`src/rtl/prio_irq_pkg.sv`:
```
package prio_irq_pkg;
   localparam int unsigned OFS_ENABLE = 0;
   localparam int unsigned OFS_STEER  = 1;
   localparam int unsigned OFS_FIDX   = 2;
   localparam int unsigned OFS_NIDX   = 3;

   typedef enum logic [1:0] {
      LINE_NORM = 2'd0,
      LINE_FAST = 2'd1
   } line_e;
endpackage

```
`src/rtl/prio_irq_sync.sv`:
```
module prio_irq_sync #(
   parameter int unsigned WIDTH  = 32,
   parameter int unsigned STAGES = 2
) (
   input  logic             clk_i,
   input  logic             rst_ni,
   input  logic [WIDTH-1:0] d_i,
   output logic [WIDTH-1:0] q_o
);
   initial assert (STAGES >= 2) else $fatal(1, "synchronizer needs two stages or more");

   logic [WIDTH-1:0] stage_q [STAGES];

   for (genvar s = 0; s < STAGES; s++) begin : g_stage
      always_ff @(posedge clk_i or negedge rst_ni) begin
         if (!rst_ni) begin
            stage_q[s] <= '0;
         end else begin
            if (s == 0) stage_q[s] <= d_i;
            else        stage_q[s] <= stage_q[(s == 0) ? 0 : s-1];
         end
      end
   end

   assign q_o = stage_q[STAGES-1];
endmodule

```
`src/rtl/prio_irq_enc.sv`:
```
module prio_irq_enc #(
   parameter int unsigned NUM_CH = 32,
   localparam int unsigned IDX_W = $clog2(NUM_CH + 1)
) (
   input  logic [NUM_CH-1:0] vec_i,
   output logic [IDX_W-1:0]  idx_o
);
   always_comb begin
      idx_o = '0;
      for (int i = NUM_CH - 1; i >= 0; i--) begin
         if (vec_i[i]) idx_o = IDX_W'(i + 1);
      end
   end
endmodule

```
`src/rtl/prio_irq_regs.sv`:
```
module prio_irq_regs
   import prio_irq_pkg::*;
#(
   parameter int unsigned NUM_CH = 32,
   parameter int unsigned ADDR_W = 3,
   parameter int unsigned DATA_W = 32,
   localparam int unsigned IDX_W = $clog2(NUM_CH + 1)
) (
   input  logic              clk_i,
   input  logic              rst_ni,
   input  logic              sel_i,
   input  logic              we_i,
   input  logic [ADDR_W-1:0] addr_i,
   input  logic [DATA_W-1:0] wdata_i,
   input  logic [IDX_W-1:0]  fast_idx_i,
   input  logic [IDX_W-1:0]  norm_idx_i,
   output logic [NUM_CH-1:0] enable_o,
   output logic [NUM_CH-1:0] steer_o,
   output logic [DATA_W-1:0] rdata_o
);
   logic [NUM_CH-1:0] enable_q, steer_q;
   logic [DATA_W-1:0] rd_mux;
   logic              wr_en, rd_en;

   assign wr_en = sel_i &  we_i;
   assign rd_en = sel_i & ~we_i;

   always_ff @(posedge clk_i or negedge rst_ni) begin
      if (!rst_ni) begin
         enable_q <= '0;
         steer_q  <= '0;
      end else if (wr_en) begin
         if (addr_i == ADDR_W'(OFS_ENABLE)) enable_q <= wdata_i[NUM_CH-1:0];
         if (addr_i == ADDR_W'(OFS_STEER))  steer_q  <= wdata_i[NUM_CH-1:0];
      end
   end

   always_comb begin
      rd_mux = '0;
      unique case (addr_i)
         ADDR_W'(OFS_ENABLE): rd_mux[NUM_CH-1:0] = enable_q;
         ADDR_W'(OFS_STEER):  rd_mux[NUM_CH-1:0] = steer_q;
         ADDR_W'(OFS_FIDX):   rd_mux[IDX_W-1:0]  = fast_idx_i;
         ADDR_W'(OFS_NIDX):   rd_mux[IDX_W-1:0]  = norm_idx_i;
         default:             rd_mux = '0;
      endcase
   end

   always_ff @(posedge clk_i or negedge rst_ni) begin
      if (!rst_ni)    rdata_o <= '0;
      else if (rd_en) rdata_o <= rd_mux;
   end

   assign enable_o = enable_q;
   assign steer_o  = steer_q;
endmodule

```
`src/rtl/prio_irq_ctrl.sv`:
```
module prio_irq_ctrl
   import prio_irq_pkg::*;
#(
   parameter int unsigned NUM_CH        = 32,
   parameter int unsigned ADDR_W        = 3,
   parameter int unsigned DATA_W        = 32,
   parameter int unsigned SYNC_STAGES   = 2,
   parameter bit          FAST_PREEMPTS = 1'b1
) (
   input  logic              clk_i,
   input  logic              rst_ni,
   input  logic [NUM_CH-1:0] req_i,
   input  logic              bus_sel_i,
   input  logic              bus_we_i,
   input  logic [ADDR_W-1:0] bus_addr_i,
   input  logic [DATA_W-1:0] bus_wdata_i,
   output logic [DATA_W-1:0] bus_rdata_o,
   output logic              irq_fast_o,
   output logic              irq_norm_o
);
   localparam int unsigned IDX_W = $clog2(NUM_CH + 1);

   initial begin
      assert (NUM_CH >= 2 && NUM_CH <= DATA_W) else $fatal(1, "NUM_CH out of range");
      assert (IDX_W <= DATA_W) else $fatal(1, "index does not fit data bus");
      assert ((1 << ADDR_W) > OFS_NIDX) else $fatal(1, "ADDR_W too narrow");
   end

   logic [NUM_CH-1:0] req_s, enable, steer, pending;
   logic [NUM_CH-1:0] vec_line [2];
   logic [IDX_W-1:0]  idx_line [2];
   logic              fast_any, norm_any, fast_q, norm_q;

   prio_irq_sync #(.WIDTH(NUM_CH), .STAGES(SYNC_STAGES)) u_sync (
      .clk_i (clk_i), .rst_ni (rst_ni), .d_i (req_i), .q_o (req_s)
   );

   assign pending           = req_s & enable;
   assign vec_line[LINE_FAST] = pending &  steer;
   assign vec_line[LINE_NORM] = pending & ~steer;

   for (genvar l = 0; l < 2; l++) begin : g_line
      prio_irq_enc #(.NUM_CH(NUM_CH)) u_enc (
         .vec_i (vec_line[l]), .idx_o (idx_line[l])
      );
   end

   prio_irq_regs #(.NUM_CH(NUM_CH), .ADDR_W(ADDR_W), .DATA_W(DATA_W)) u_regs (
      .clk_i      (clk_i),
      .rst_ni     (rst_ni),
      .sel_i      (bus_sel_i),
      .we_i       (bus_we_i),
      .addr_i     (bus_addr_i),
      .wdata_i    (bus_wdata_i),
      .fast_idx_i (idx_line[LINE_FAST]),
      .norm_idx_i (idx_line[LINE_NORM]),
      .enable_o   (enable),
      .steer_o    (steer),
      .rdata_o    (bus_rdata_o)
   );

   assign fast_any = |vec_line[LINE_FAST];

   if (FAST_PREEMPTS) begin : g_preempt
      assign norm_any = (|vec_line[LINE_NORM]) & ~fast_any;
   end else begin : g_indep
      assign norm_any = |vec_line[LINE_NORM];
   end

   always_ff @(posedge clk_i or negedge rst_ni) begin
      if (!rst_ni) begin
         fast_q <= 1'b0;
         norm_q <= 1'b0;
      end else begin
         fast_q <= fast_any;
         norm_q <= norm_any;
      end
   end

   assign irq_fast_o = fast_q;
   assign irq_norm_o = norm_q;

   // the encoded channel is really pending on its line
   a_r5_fast_hit: assert property (@(posedge clk_i) disable iff (!rst_ni)
      (idx_line[LINE_FAST] != '0) |-> vec_line[LINE_FAST][idx_line[LINE_FAST] - 1'b1]);
   // no higher-priority channel is skipped
   a_r5_norm_lowest: assert property (@(posedge clk_i) disable iff (!rst_ni)
      (idx_line[LINE_NORM] != '0) |->
      ((vec_line[LINE_NORM] & ~({NUM_CH{1'b1}} << (idx_line[LINE_NORM] - 1'b1))) == '0));
   // empty line encodes zero
   a_r5_empty_zero: assert property (@(posedge clk_i) disable iff (!rst_ni)
      (vec_line[LINE_FAST] == '0) |-> (idx_line[LINE_FAST] == '0));
   // all enables clear silences both lines next cycle
   a_r4_mask_quiet: assert property (@(posedge clk_i) disable iff (!rst_ni)
      (enable == '0) |=> (!irq_fast_o && !irq_norm_o));
   // a line only rises when a steered channel was pending
   a_r3_rise_cause: assert property (@(posedge clk_i) disable iff (!rst_ni)
      $rose(irq_norm_o) |-> $past(vec_line[LINE_NORM] != '0));

   if (FAST_PREEMPTS) begin : g_chk_pre
      // never both lines at once
      a_r7_fast_preempts: assert property (@(posedge clk_i) disable iff (!rst_ni)
         !(irq_fast_o && irq_norm_o));
   end
endmodule

```
`config.mk`:
```
export PLATFORM = sky130hd
export DESIGN_NAME = prio_irq_ctrl
export DESIGN_NICKNAME = d
export VERILOG_FILES = /design/src/rtl/prio_irq_pkg.sv /design/src/rtl/prio_irq_sync.sv /design/src/rtl/prio_irq_enc.sv /design/src/rtl/prio_irq_regs.sv /design/src/rtl/prio_irq_ctrl.sv
export SDC_FILE = /design/constraint.sdc
export NUM_CORES = 1
export LEC_CHECK = 0
export ABC_AREA = 0
export BUFFER_PORTS_ARGS = -buffer_cell sky130_fd_sc_hd__clkbuf_2
export CAP_MARGIN = 20
export CORE_MARGIN = 2
export CORE_UTILIZATION = 35
export CTS_CLUSTER_DIAMETER = 120
export DETAILED_ROUTE_END_ITERATION = 16
export PLACE_DENSITY = 0.52
export SLEW_MARGIN = 20
export SYNTH_ARGS = -nofsm -noshare
export SYNTH_HDL_FRONTEND = slang
export SYNTH_SLANG_ARGS = --single-unit
```
`constraint.sdc`:
```
create_clock -name clk_i -period 3.2 [get_ports clk_i]
set_clock_uncertainty 0.15 [all_clocks]
set_input_delay 0 -clock clk_i [delete_from_list [all_inputs] [get_ports clk_i]]
set_output_delay 0 -clock clk_i [all_outputs]
set_load 0.005 [all_outputs]
```
# Word level (Yosys, flattened, before mapping)
# Index checks and enable logic that the tools add are counted.
[word_totals]
rom_bits = 0
input_bits = 71
word_cells = 90
latch_bits = 0
output_inout_bits = 34
mem_count = 0
ram_bits = 0
ff_bits = 162
[classes]
n_addsub = 0
eq_ne = 3
muxes = 66
multipliers = 0
bitwise = 9
shifts = 0
div = 0
reduce_logical = 5
order_cmp = 0
[ops]
columns = ["cell", "n"]
rows = [
  ["two-way mux 6 bit", 64],
  ["AND 32 bit", 3],
  ["OR reduction 32 bit", 2],
  ["case mux 26 bit (2 select lines)", 1],
  ["NOT 32 bit", 1],
  ["case mux 6 bit (4 select lines)", 1],
  ["equality test 3 x 2 -> 1 bit (second input constant)", 2],
  ["AND reduction 2 bit", 2],
  ["AND 1 bit", 3],
  ["equality test 3 x 1 -> 1 bit (second input constant)", 1],
  ["zero test 3 bit", 1],
  ["NOT 1 bit", 2],
]

# Longest topological paths before layout
[logic_depth]
depth_word = 35
ltp_mapped = 7
depth_no_buf = 6

# Cells and area by module
# Synthesis repeated with hierarchy kept, for this count alone.
[unflattened]
cells_unflattened = 630
hier_area_um2 = 7293.2
[by_module_without_submodules]
columns = ["module", "area_per_inst_um2", "instances", "cells_per_inst", "seq_area_each_um2"]
rows = [
  ["prio_irq_regs", 3961.3, 1, 275, 2402.3],
  ["prio_irq_sync", 1841.8, 1, 96, 1601.5],
  ["prio_irq_ctrl", 769.5, 1, 121, 50.0],
  ["prio_irq_enc", 360.3, 2, 69, 0.0],
]

# Worst setup path before layout
# No wires, ideal clock.
[synth_timing]
path_kind = "reg-to-reg"
startpoint = "register u_regs.enable_q[8] (netlist: u_regs.enable_o[8])"
endpoint = "register u_regs.rdata_o[0]"
arrival_time_ns = 1.492
stages_incl_launch_ff = 7
setup_ns = 0.131
required_time_ns = 2.919
slack_ns = 1.427
period_less_slack_ns = 1.773
path_buffers = 0
path_cell_list = "dfrtp_1 > nand3_1 > nand2_1 > a41o_1 > a221oi_1 > o221ai_1 > or3_1"
[synth_between]
elab_chain_cells = 12
word_cells_on_any_way = 22
cone_classes = "19 x mux; 3 x bitwise"
[synth_rtl]
columns = ["element", "line", "text"]
rows = [
  ["start: declaration", "prio_irq_regs.sv:21", "logic [NUM_CH-1:0] enable_q, steer_q;"],
  ["start signal: assignment", "prio_irq_regs.sv:33", "if (addr_i == ADDR_W'(OFS_ENABLE)) enable_q <= wdata_i[NUM_CH-1:0];"],
  ["AND 32 bit (*)", "prio_irq_ctrl.sv:38", "assign pending = req_s & enable;"],
  ["AND 32 bit (on tied branches)", "prio_irq_ctrl.sv:40, prio_irq_ctrl.sv:39", ""],
  ["two-way mux 6 bit (9 in a row)", "prio_irq_enc.sv:11", "if (vec_i[i]) idx_o = IDX_W'(i + 1);"],
  ["case mux 6 bit (4 select lines) (*)", "prio_irq_regs.sv:40", "unique case (addr_i)"],
  ["end signal: assignment", "prio_irq_regs.sv:51", "else if (rd_en) rdata_o <= rd_mux;"],
  ["end: declaration", "prio_irq_regs.sv:19", "output logic [DATA_W-1:0] rdata_o"],
]
# Mark *: on every way between the ends. The rest lies on a longest branch, timed or not.
# A chain may end at the register's enable or synchronous reset.

# Worst setup path after layout
[layout_timing]
startpoint = "register u_regs.enable_q[17] (netlist: u_regs.enable_o[17])"
endpoint = "register norm_q (netlist: irq_norm_o)"
[layout_between]
elab_chain_cells = 5
word_cells_on_any_way = 7
cone_classes = "5 x bitwise; 2 x reduce/logical"
[layout_rtl]
columns = ["element", "line", "text"]
rows = [
  ["AND 32 bit", "prio_irq_ctrl.sv:38", ""],
  ["AND 32 bit", "prio_irq_ctrl.sv:39", "assign vec_line[LINE_FAST] = pending & steer;"],
  ["OR reduction 32 bit", "prio_irq_ctrl.sv:62", "assign fast_any = |vec_line[LINE_FAST];"],
  ["named net fast_any", "prio_irq_ctrl.sv:32", "logic fast_any, norm_any, fast_q, norm_q;"],
  ["NOT 1 bit", "prio_irq_ctrl.sv:65", "assign norm_any = (|vec_line[LINE_NORM]) & ~fast_any;"],
  ["AND 1 bit", "prio_irq_ctrl.sv:65", ""],
  ["named net norm_any", "prio_irq_ctrl.sv:32", ""],
  ["end signal: assignment", "prio_irq_ctrl.sv:76", "norm_q <= norm_any;"],
  ["end: declaration", "prio_irq_ctrl.sv:32", ""],
]
# The timed path passes the listed nets, and every way through them passes these cells.

==> flow_summary_export.csv <==
group,metric,value,unit
run_status,outcome,"complete, no violations",
clock_tree,path_clk_slew,0.08,ns
yosys,syn-cell-area,6850,µm²
clock_tree,cts-htree-levels,4,
place,portBuffers,104,
setup_path,worstPathArrival,2.38,ns
clock_tree,cts_made_buffers,17,
yosys,synth_cell_types,55,
finish,stdcell_area,8980,µm²
floorplan,start_util,0.354,
clock_tree,clkLatencyLatePin,0.44,ns
power_and_ir_drop,pwr-share-seq,0.457,
place,place_congestion,0.870,
timing,min_period_over_period,0.691,
clock_tree,cts_buffer_depth,2,
setup_path,end_kind,"flop",
timing,whs,0.00987,ns
yosys,synth-edff-count,0,
finish,syn2layout_area_growth,31.2,%
routing,wl_per_cell,18.6,µm
yosys,yosys_warnings,0,
yosys,ys.flop_type,"dfrtp_1",
routing,route.detailed.drc,0,
yosys,syn_area_per_cell,12.1,µm²
grt,grt_pass1_wl,30000,µm
floorplan,dieArea,20700,µm²
grt,antenna_found_initial,0,
setup_path,crit_fanout,4,
floorplan,chipHeight,144,µm
grt,first_global_vias,5435,
timing,rsz0062_at_grt,"no",
grt,overflow,0,
min_path,worstHoldPathType,"input pin to async pin",
setup_path,cpMostUsedCell,"nor4_4",
setup_path,required,3.37,ns
power_and_ir_drop,switching_power,1.78,mW
setup_path,worstSetupPathType,"flop to flop",
yosys,yosysTopAreaCell,"dfrtp_1",
finish,nets,818,
routing,avgViaCountPerCell,5.14,
finish,mostFrequentLayoutCell,"dfrtp_1",
finish,final_layout_size_suffix_gt1_frac,0.214,
floorplan,core.rowCount,51,
finish,postLayoutCoreUtil,0.465,
clock_tree,cts.sinks,162,
setup_path,rr_worst_depth,6,
timing,slew_violations,0,
yosys,synth_top_area_share,0.592,
power_and_ir_drop,comb_power_share,0.189,
yosys,async_flop_share,1.00,
grt,grt.total_usage,0.195,
floorplan,die_w,144,µm
setup_path,cp_slowest_cell,"nor4_4",
power_and_ir_drop,pwr-share-clk,0.354,
power_and_ir_drop,p_per_area,632,nW/µm²
clock_tree,cts_tree,"built",
setup_path,critical_path.reg2reg.startpoint,"u_regs.enable_o[17]",
setup_path,cp_slowest_stage_delay,0.43,ns
setup_path,cp-start-kind,"flop",
power_and_ir_drop,power_leakage,4.11,nW
yosys,ys_seq_elements,162,
grt,grt_max_degree,83,
setup_path,rrSetupSlack,0.99,ns
timing,maxSlewHeadroom,0.479,
setup_path,cp_cell_sequence,"and3_1, nor4_4, nand4_2, nor4_4, nand4b_2, a31oi_1",
routing,drt_iter0_drc,355,
routing,dr.pass1.iters,4,
timing,fmax,452,MHz
finish,most-common-layout-cells,"162 x dfrtp_1, 103 x clkbuf_2, 71 x nor2_1",
timing,setup_viol,0,
run,cap_violations,0,
routing,dr_total_vias,5271,
yosys,yosysSeqAreaShare,0.592,
place,placed_area,7720,µm²
yosys,synthCells,565,
clock_tree,cts_repair_resize_count,0,
timing,tns,0,ns
power_and_ir_drop,max-vdd-ir-drop,0.000425,V
routing,wl,19100,µm
routing,ant_nets,0,
power_and_ir_drop,p_sw_frac,0.314,
floorplan,core_area,19300,µm²
setup_path,r2r-end,"irq_norm_o",
yosys,synth_area_leaders,"dfrtp_1 59%, mux2_1 9.9%, a221oi_1 4.1%",
timing,finalHoldViolCount,0,
power_and_ir_drop,cell_internal_pwr,3.89,mW
timing,fin_crit,2.21,ns
yosys,synth_nets,636,
finish,antennaDiodeCount,0,
floorplan,pin_count,105,
clock_tree,cts_root_buffer,"clkbuf_16",
place,hpwl,13500,µm
timing,tightest_slew,0.781,ns
final cells by class:
| type | instances | area [µm²] |
|---|---|---|
| clock buffer | 17 | 425 |
| sequential | 162 | 4050 |
| multi-input combinational | 379 | 2700 |
| clock inverter | 15 | 161 |
| inverter | 2 | 7.51 |
| tap | 265 | 332 |
| timing repair buffer | 185 | 1310 |
| fill | 1809 | 10400 |
kinds of logic after synthesis:
family	synth area share
AND/OR/NAND/NOR	0.188
flip-flops	0.592
AO/OA/AOI/OAI	0.0990
multiplexers	0.105
buffers and inverters	0.0163
synth_stat cells (2+ instances only):
library cell / number
dfrtp_1: 162
nor2_1: 71
mux2_1: 60
a221oi_1: 32
nand3_1: 31
nand2_1: 24
nand3b_1: 23
clkbuf_1: 15
and3b_1: 14
and3_1: 13
a21oi_1: 11
a31oi_1: 8
nand4_1: 7
nor2b_1: 7
o21ai_0: 7
a211oi_1: 6
o21ai_1: 6
buf_4: 5
nor4_1: 5
o211ai_1: 5
mux2_2: 4
nand2b_1: 4
nor3_1: 4
a41oi_1: 2
and2_1: 2
buf_2: 2
inv_1: 2
nand4b_1: 2
nor4_4: 2
o2111ai_1: 2
o31ai_1: 2
or3_1: 2
how the worst max path moves through the flow:
stage | from | endpoint | slack [ns] | cells after the start
floorplan | u_regs.enable_o[8] | u_regs.rdata_o[0] | 1.43 | 6
CTS | u_regs.enable_o[17] | irq_norm_o | 1.0 | 6
global route | u_regs.enable_o[17] | irq_norm_o | 0.84 | 6
finish | u_regs.enable_o[17] | irq_norm_o | 0.99 | 6
detailed placement | u_regs.enable_o[17] | irq_norm_o | 1.03 | 6
global placement | u_regs.enable_o[10] | u_regs.rdata_o[0] | 1.02 | 6
metrics by stage:
stage / cells / power [mW] / worst slack (ns)
floorplan: 565 / 3.20 / 1.43
global placement: 925 / 3.59 / 1.02
detailed placement: 925 / 3.64 / 1.03
CTS: 1025 / 5.74 / 0.997
global route: 1025 / 5.97 / 0.844
finish: 1025 / 5.67 / 0.990
layer usage:
metal	global-route usage	part of all wire	up-vias
met2	0.320	0.48	143
met3	0.0453	0.049	27
met5	0	0	-
met1	0.258	0.46	2635
li1	-	-	2466
met4	0.0573	0.017	0
timing repair:
item | 4_1_cts | 5_1_grt
hold buffers | 68 | 0
setup endpoints to repair | 0 | 0
setup buffers | 0 | 0
endpoints found under the hold margin | 206 | 0
state kept, by name, indices dropped and copies added, names as in the netlist:
signal	cells
u_sync.q_o	32
irq_norm_o	1
u_regs.enable_o	32
u_sync.stage_q	32
u_regs.rdata_o	32
irq_fast_o	1
u_regs.steer_o	32
power by group through the flow:
stage | combinational, mW | clock (mW) | sequential, mW
6_report | 1.07 | 2.01 | 2.59
5_1_grt | 1.19 | 2.15 | 2.64
4_1_cts | 1.08 | 2.07 | 2.59
3_5_place_dp | 1.01 | 0 | 2.62
3_3_place_gp | 0.995 | 0 | 2.60
2_1_floorplan | 0.639 | 0 | 2.56
worst max-delay path: cells and delay by family (launching register included):
family / cells / cell delay [ns]
AOI/OAI and AO/OA: 1 / 0.28
and+or+nand+nor: 5 / 1.27
DFF: 1 / 0.40
(Power assumes the default switching activity.)
